$ cat config.mk
export PLATFORM = sky130hd
export DESIGN_NAME = fracn_div_ctrl
export DESIGN_NICKNAME = d
export VERILOG_FILES = /design/src/rtl/fracn_div_pkg.sv /design/src/rtl/fracn_n_sel.sv /design/src/rtl/fracn_phase_acc.sv /design/src/rtl/fracn_period_cnt.sv /design/src/rtl/fracn_div_ctrl.sv
export SDC_FILE = /design/constraint.sdc
export NUM_CORES = 1
export LEC_CHECK = 0
export ABC_CLOCK_PERIOD_IN_PS = 5550
export BUFFER_PORTS_ARGS = -buffer_cell sky130_fd_sc_hd__buf_2
export CAP_MARGIN = 20
export CORE_AREA = 2 2 97 75
export DETAILED_ROUTE_END_ITERATION = 10
export DIE_AREA = 0 0 99 77
export PLACE_DENSITY = 0.8
export SLEW_MARGIN = 20
export SYNTH_ARGS = -nofsm -noshare
export SYNTH_HDL_FRONTEND = slang
export SYNTH_HIERARCHICAL = 1
export SYNTH_SLANG_ARGS = --single-unit
$ cat constraint.sdc
create_clock -name clk -period 5.55 [get_ports clk]
set_clock_uncertainty 0.1 [all_clocks]
set_input_delay 0.555 -clock clk [delete_from_list [all_inputs] [get_ports clk]]
set_output_delay 0.555 -clock clk [all_outputs]
set_load 0.01 [all_outputs]
$ cat src/rtl/fracn_div_pkg.sv
package fracn_div_pkg;

   // Width of the period-length path: one bit wider than N to hold N+1.
   function automatic int len_width(input int n_w);
      return n_w + 1;
   endfunction

endpackage

$ cat src/rtl/fracn_n_sel.sv
module fracn_n_sel #(
   parameter int N_W   = 16,
   parameter int N_MIN = 32,
   parameter int LEN_W = fracn_div_pkg::len_width(N_W)
) (
   input  logic [N_W-1:0]   n_i,
   output logic [LEN_W-1:0] n_eff_o
);

   localparam logic [LEN_W-1:0] FLOOR_V = LEN_W'(N_MIN);

   logic [LEN_W-1:0] n_wide;
   assign n_wide = {1'b0, n_i};

   generate
      if (N_MIN > 0) begin : g_clamp
         assign n_eff_o = (n_wide < FLOOR_V) ? FLOOR_V : n_wide;
      end else begin : g_pass
         assign n_eff_o = n_wide;
      end
   endgenerate

endmodule

$ cat src/rtl/fracn_phase_acc.sv
module fracn_phase_acc #(
   parameter int F_W = 8
) (
   input  logic           clk,
   input  logic           rst,
   input  logic           adv_i,
   input  logic           en_i,
   input  logic [F_W-1:0] inc_i,
   input  logic [F_W-1:0] mod_i,
   output logic           carry_o,
   output logic [F_W-1:0] acc_o
);

   logic [F_W-1:0] acc_q;
   logic [F_W:0]   sum;
   logic [F_W:0]   mod_wide;
   logic           wrap;
   logic [F_W:0]   wrapped;
   logic [F_W-1:0] acc_nxt;

   assign sum      = {1'b0, acc_q} + {1'b0, inc_i};
   assign mod_wide = {1'b0, mod_i};
   assign wrap     = (sum >= mod_wide);
   assign wrapped  = sum - mod_wide;
   assign acc_nxt  = wrap ? wrapped[F_W-1:0] : sum[F_W-1:0];
   assign carry_o  = en_i && wrap;
   assign acc_o    = acc_q;

   always_ff @(posedge clk) begin
      if (rst) begin
         acc_q <= '0;
      end else if (adv_i && en_i) begin
         acc_q <= acc_nxt;
      end
   end

   // a legal step keeps the accumulator inside its modulus
   p_acc_wrap_r4: assert property (@(posedge clk) disable iff (rst)
      (adv_i && en_i && (inc_i < mod_i) && (acc_q < mod_i)) |=> (acc_q < $past(mod_i)));

   // no movement between output pulses
   p_acc_still_r3: assert property (@(posedge clk) disable iff (rst)
      !adv_i |=> $stable(acc_q));

   // disabled fractional mode freezes the accumulator
   p_acc_hold_r6: assert property (@(posedge clk) disable iff (rst)
      (adv_i && !en_i) |=> $stable(acc_q));

endmodule

$ cat src/rtl/fracn_period_cnt.sv
module fracn_period_cnt #(
   parameter int LEN_W = 17,
   parameter int N_MIN = 32
) (
   input  logic             clk,
   input  logic             rst,
   input  logic [LEN_W-1:0] len_next_i,
   output logic             term_o,
   output logic             bound_o,
   output logic             pulse_o
);

   localparam logic [LEN_W-1:0] ONE_V   = LEN_W'(1);
   localparam logic [LEN_W-1:0] FLOOR_V = LEN_W'(N_MIN);

   logic [LEN_W-1:0] cnt_q;
   logic [LEN_W-1:0] len_q;
   logic             armed_q;
   logic             pulse_q;

   assign term_o  = armed_q && (cnt_q == (len_q - ONE_V));
   assign bound_o = !armed_q || term_o;
   assign pulse_o = pulse_q;

   always_ff @(posedge clk) begin
      if (rst) begin
         cnt_q   <= '0;
         len_q   <= '0;
         armed_q <= 1'b0;
         pulse_q <= 1'b0;
      end else begin
         pulse_q <= term_o;
         if (bound_o) begin
            cnt_q   <= '0;
            len_q   <= len_next_i;
            armed_q <= 1'b1;
         end else begin
            cnt_q <= cnt_q + ONE_V;
         end
      end
   end

   // pulse never lasts two clocks
   p_single_pulse_r2: assert property (@(posedge clk) disable iff (rst)
      pulse_q |=> !pulse_q);

   // count stays inside the running period
   p_cnt_bound_r2: assert property (@(posedge clk) disable iff (rst)
      armed_q |-> (cnt_q < len_q));

   // period never falls below the clamped floor
   p_len_floor_r1: assert property (@(posedge clk) disable iff (rst)
      armed_q |-> (len_q >= FLOOR_V));

   // synchronous reset clears the counter state
   p_reset_clear_r8: assert property (@(posedge clk)
      rst |=> (cnt_q == '0 && !pulse_q && !armed_q));

endmodule

$ cat src/rtl/fracn_div_ctrl.sv
module fracn_div_ctrl #(
   parameter int N_W   = 16,
   parameter int F_W   = 8,
   parameter int N_MIN = 32
) (
   input  logic           clk,
   input  logic           rst,
   input  logic [N_W-1:0] div_n,
   input  logic [F_W-1:0] frac_step,
   input  logic [F_W-1:0] frac_mod,
   input  logic           frac_en,
   output logic           div_pulse,
   output logic [F_W-1:0] acc_state
);

   localparam int LEN_W = fracn_div_pkg::len_width(N_W);

   generate
      if (N_W < 2 || N_W > 30) begin : g_bad_nw
         $error("fracn_div_ctrl: N_W out of range");
      end
      if (F_W < 1 || F_W > 30) begin : g_bad_fw
         $error("fracn_div_ctrl: F_W out of range");
      end
      if (N_MIN < 2 || N_MIN >= (1 << N_W)) begin : g_bad_min
         $error("fracn_div_ctrl: N_MIN must fit the ratio width and be at least 2");
      end
   endgenerate

   logic [LEN_W-1:0] n_eff;
   logic [LEN_W-1:0] len_next;
   logic             term;
   logic             bound;
   logic             carry;
   logic             stretch;

   fracn_n_sel #(.N_W(N_W), .N_MIN(N_MIN), .LEN_W(LEN_W)) n_sel_i (
      .n_i     (div_n),
      .n_eff_o (n_eff)
   );

   fracn_phase_acc #(.F_W(F_W)) acc_i (
      .clk     (clk),
      .rst     (rst),
      .adv_i   (term),
      .en_i    (frac_en),
      .inc_i   (frac_step),
      .mod_i   (frac_mod),
      .carry_o (carry),
      .acc_o   (acc_state)
   );

   assign stretch  = term && carry;
   assign len_next = n_eff + {{(LEN_W-1){1'b0}}, stretch};

   fracn_period_cnt #(.LEN_W(LEN_W), .N_MIN(N_MIN)) cnt_i (
      .clk        (clk),
      .rst        (rst),
      .len_next_i (len_next),
      .term_o     (term),
      .bound_o    (bound),
      .pulse_o    (div_pulse)
   );

   // the accumulator readout moves only together with an output pulse
   p_acc_with_pulse_r3: assert property (@(posedge clk) disable iff (rst)
      !$stable(acc_state) |-> div_pulse);

   // the period boundary strobe always closes out a running period or arms the first
   p_bound_pulse_r7: assert property (@(posedge clk) disable iff (rst)
      (bound && term) |=> div_pulse);

endmodule

Yosys cells after proc, flatten, opt, wreduce, memory -nomap -nowiden --
Index checks and enable logic that the tools add are counted.
Word-level totals: bits in registers 44, bits in latches 0, bits in writable memories 0, memory bits (read-only) 0, output and inout bits 9, logic and storage cells 22, memories 0
Operators by class: add/sub/neg operators 5, multiply operators 0, divide/modulo/power cells 0, order comparisons 2, equal/unequal tests 1, shift-type cells 0, multiplexer cells 2, bitwise logic cells 0, reduce and logical (&&, ||, !) cells 7
Operators by type and width (number):
- 17-bit by 1-bit adder with 17-bit output | 1
- 17-bit by 1-bit adder with 17-bit output, second input constant | 1
- 17-bit equality test | 1
- 17-bit by 1-bit subtractor with 17-bit output, second input constant | 1
- 16-bit by 6-bit less-than comparator with 1-bit output, second input constant | 1
- 16-bit 2-to-1 mux | 1
- 8-bit by 8-bit adder with 9-bit output | 1
- 9-bit by 8-bit >= comparator with 1-bit output | 1
- 8-bit 2-to-1 mux | 1
- 8-bit subtractor | 1
- 1-bit logical AND | 4
- 2-bit OR reduction | 1
- 1-bit zero test | 1
- 1-bit logical OR | 1

Depth between registers and ports, before layout --
depth after elaboration 5, depth in mapped cells 24, mapped depth without buffers 24

By module --
Netlist, hierarchy kept.
Modules (own cells, without submodules):
- fracn_period_cnt | instances 1, cells an instance 293, area each 2327.2 µm², sequential area each 720.7 µm²
- fracn_phase_acc | instances 1, cells an instance 139, area each 1082.3 µm², sequential area each 160.2 µm²
- fracn_div_ctrl | instances 1, cells an instance 46, area each 350.3 µm², sequential area each 0.0 µm²
- fracn_n_sel | instances 1, cells an instance 26, area each 143.9 µm², sequential area each 0.0 µm²

Least setup slack after synthesis --
OpenSTA, ideal clock, no wires.
kind input to register, start point in frac_step[0], end point reg cnt_i.len_q[14], library setup time 60 ps, data arrival time 4823 ps, data required time 5390 ps, setup slack 566 ps, cell stages on the path 24, path buffers 0, cells stage by stage ha_1 > fa_1 > a211oi_1 > nor2_1 > o21a_1 > nor2_1 > xor2_1 > inv_1 > ha_1 > nand4_1 > o21ai_1 > nor2_1 > a21oi_1 > nor2_1 > nor2b_1 > and2_1 > ha_1 > ha_1 > nand4_2 > nor4_2 > xor2_1 > inv_1 > o32ai_1 > a311o_1
On the way: word-level cells in the longest chain between the ends 5
Ends and longest elaborated chain:
- start: declaration | line fracn_div_ctrl.sv:9 | input logic [F_W-1:0] frac_step,
- 8-bit by 8-bit adder with 9-bit output | line fracn_phase_acc.sv:21 | assign sum = {1'b0, acc_q} + {1'b0, inc_i};
- 9-bit by 8-bit >= comparator with 1-bit output | line fracn_phase_acc.sv:23 | assign wrap = (sum >= mod_wide);
- 1-bit logical AND | line fracn_phase_acc.sv:26 | assign carry_o = en_i && wrap;
- named net carry | line fracn_div_ctrl.sv:34 | logic carry;
- 1-bit logical AND | line fracn_div_ctrl.sv:53 | assign stretch = term && carry;
- 17-bit by 1-bit adder with 17-bit output | line fracn_div_ctrl.sv:54 | assign len_next = n_eff + {{(LEN_W-1){1'b0}}, stretch};
- named net len_next[14] | line fracn_div_ctrl.sv:31 | logic [LEN_W-1:0] len_next;
- end signal: assignment | line fracn_period_cnt.sv:35 | len_q <= len_next_i;
- end: declaration | line fracn_period_cnt.sv:17 | logic [LEN_W-1:0] len_q;
The timed path passes the listed nets, and every way through them passes these cells. A chain may end at the register's enable or synchronous reset.

Worst setup path after layout --
start point in frac_step[0], end point reg cnt_i.len_q[16]
Same word-level chain as after synthesis.

==> impl_metrics.env <==
export IMPL_rr_worst_depth=24
export IMPL_setup_viol=0
export IMPL_antenna_found_initial=0
export IMPL_tns_ps=0
export IMPL_p_leak_nw=1.82
export IMPL_finalCriticalPeriod_ps=5090
export IMPL_place_gp_congestion=1.01
export IMPL_whs_endpoint="cnt_i/cnt_q[0]"
export IMPL_n_antenna_cell=0
export IMPL_clock_sinks=44
export IMPL_core_sq_um=6670
export IMPL_ys_warn_count=6
export IMPL_detail_route_first_pass_iterations=4
export IMPL_cts_tree="done"
export IMPL_critPathBufInv=3
export IMPL_reg2reg_to="cnt_i/len_q[16]"
export IMPL_hold_class="reg2reg"
export IMPL_fin_area_sq_um=4190
export IMPL_slowest_stage="fa_1"
export IMPL_fill_cells=581
export IMPL_status="complete, no violations"
export IMPL_dieArea_sq_um=7620
export IMPL_whs_path_depth=1
export IMPL_die_width_microns=99
export IMPL_placement_io_buffers=43
export IMPL_wl_microns=9380
export IMPL_crit_type="in2reg"
export IMPL_clock_path_buffers=2
export IMPL_cts_made_buffers=5
export IMPL_vias_per_cell=6.17
export IMPL_ios=44
export IMPL_worstPathArrival_ps=5230
export IMPL_place_detailed_hpwl_microns=7200
export IMPL_grt_max_degree=36
export IMPL_worstHoldStart="cnt_i/cnt_q[0]"
export IMPL_maxCapViolCount=0
export IMPL_cts_root_buf="clkbuf_8"
export IMPL_core_rowCount=26
export IMPL_fmax_mhz=197
export IMPL_drive_above_1_share_pct=13.7
export IMPL_grt_first_pass_wirelength_microns=16300
export IMPL_grt_setup_unrepaired="no"
export IMPL_grt_pass1_vias=3450
export IMPL_avgSynthCellArea_sq_um=7.75
export IMPL_worst_slew_pin_slew_ps=787
export IMPL_dieHeight_microns=77
export IMPL_postSynthCellCount=503
export IMPL_hold_viol=0
export IMPL_drv_slew=0
export IMPL_grt_total_usage_pct=25.7
export IMPL_holdBufCountCts=0
export IMPL_period_share_pct=91.6
export IMPL_drcViolationCount=0
export IMPL_grt_overflow=0
export IMPL_cts_htree_levels=2
export IMPL_crit_fanout=5
export IMPL_ir_drop_uv=108
export IMPL_cpPeakStageDelay_ps=430
export IMPL_crit_path_start="frac_step[0]"
export IMPL_crit_path_frequent_cell="nor2_1"
export IMPL_dr_total_vias=3762
export IMPL_fin_nets=582
export IMPL_drtIter0Drc=199
export IMPL_power_density_nw_per_um2=185
export IMPL_start_util_pct=58.5
export IMPL_syn_area_sq_um=3900
export IMPL_post_drt_wl_per_cell_microns=15.4
export IMPL_crit_family="adder cells"
export IMPL_clk_pin_slew_worst_paths_ps=80
export IMPL_maxSlewHeadroom_pct=47.5
export IMPL_place_area_sq_um=4100
export IMPL_area_growth_pct=7.48
export IMPL_synth_nets=560
export IMPL_startpoint_type="input port"
export IMPL_rr_startpoint="acc_i/acc_o[0]"
export IMPL_required_ps=5700
export IMPL_cp_end_kind="register"
export IMPL_reg2reg_slack_ps=490
export IMPL_ant_nets=0
export IMPL_worstSkewPairLatency_ps=300
==> placed cells by master (no fill, tap or decap), drive strengths merged, types with 3 or more instances in the layout <==
master / count
o2111ai: 3
nor3: 17
nand4: 13
buf: 47
dfxtp: 44
nand3: 17
and2: 6
o21ai: 14
xnor2: 24
xor2: 30
o32ai: 18
nor2b: 5
a21o: 6
a21boi: 3
a21oi: 10
or4: 3
a311o: 19
a211o: 3
ha: 20
a211oi: 7
inv: 45
o21a: 4
nand2: 34
o31ai: 3
nor4: 14
o211a: 3
and3: 9
a31oi: 9
nor2: 62
o31a: 4
clkbuf: 8
==> per-stage QoR <==
step,instances,worst slack [ps],utilization (%),hold slack (ps),power (W)
final,610,464,62.9,390,0.000775
after global routing,610,6.16,62.9,425,0.000818
after CTS,610,422,62.8,397,0.000778
after detailed placement,602,147,61.5,378,0.000568
after global placement,602,376,61.4,369,0.000561
after floorplan,503,566,-,348,0.000517
==> registers in the layout (all words and copies together) (netlist names) <==
register	cells
cnt_i/cnt_q	17
cnt_i/len_q	17
acc_i/acc_o	8
cnt_i/armed_q	1
cnt_i/pulse_o	1
==> how the worst max path moves through the flow <==
| stage | to | slack, ps | cells after the start |
|---|---|---|---|
| 4_1_cts | cnt_i/len_q[14] | 420 | 25 |
| 3_5_place_dp | cnt_i/len_q[14] | 150 | 25 |
| 2_1_floorplan | cnt_i/len_q[14] | 570 | 24 |
| 6_report | cnt_i/len_q[16] | 460 | 25 |
| 5_1_grt | cnt_i/len_q[10] | 6 | 24 |
| 3_3_place_gp | cnt_i/len_q[16] | 380 | 25 |
==> what timing repair did <==
action	CTS	global route
gates resized for setup	0	1
setup endpoints to repair	0	4
setup buffers	0	0
==> layout make-up <==
type	instances	area, sq um	area share (%)
Tap cell	84	105	2.51
Sequential cell	44	881	21.0
Inverter	45	169	4.03
Multi-Input combinational cell	382	2700	64.4
Timing Repair Buffer	47	245	5.85
Clock buffer	8	90.1	2.15
==> power by group <==
part	internal [W]	total, W	switching, W
clock	0.000102	0.000210	0.000109
combinational	0.0000915	0.000220	0.000129
sequential	0.000327	0.000345	0.0000181
==> worst register-to-register path, stage by stage, from the launching register on <==
cell      delay [ps]
dfxtp_1          340
ha_1             230
fa_1             430
a211oi_1         240
nor2_1           110
o21a_1           180
nor2_1           120
xor2_1           220
inv_1             70
ha_1             360
nand4_1          160
o21ai_1          210
nor2_1            70
a21oi_1          210
nor2_1           110
nor2b_1          110
and2_1           130
ha_1             210
ha_2             240
nand4_2          180
nor4_2           320
xor2_1           210
inv_1             60
o32ai_1          260
a311o_1          140
==> layer usage <==
| metal | track usage (%) | vias up | part of all wire, % |
|---|---|---|---|
| li1 | - | 1868 | - |
| met1 | 37.3 | 1768 | 49 |
| met2 | 40.3 | 118 | 45 |
| met3 | 4.92 | 8 | 6.0 |
| met4 | 4.25 | 0 | 0.70 |
| met5 | 0 | - | 0 |
Note: power is estimated with default switching activity, not from simulation.
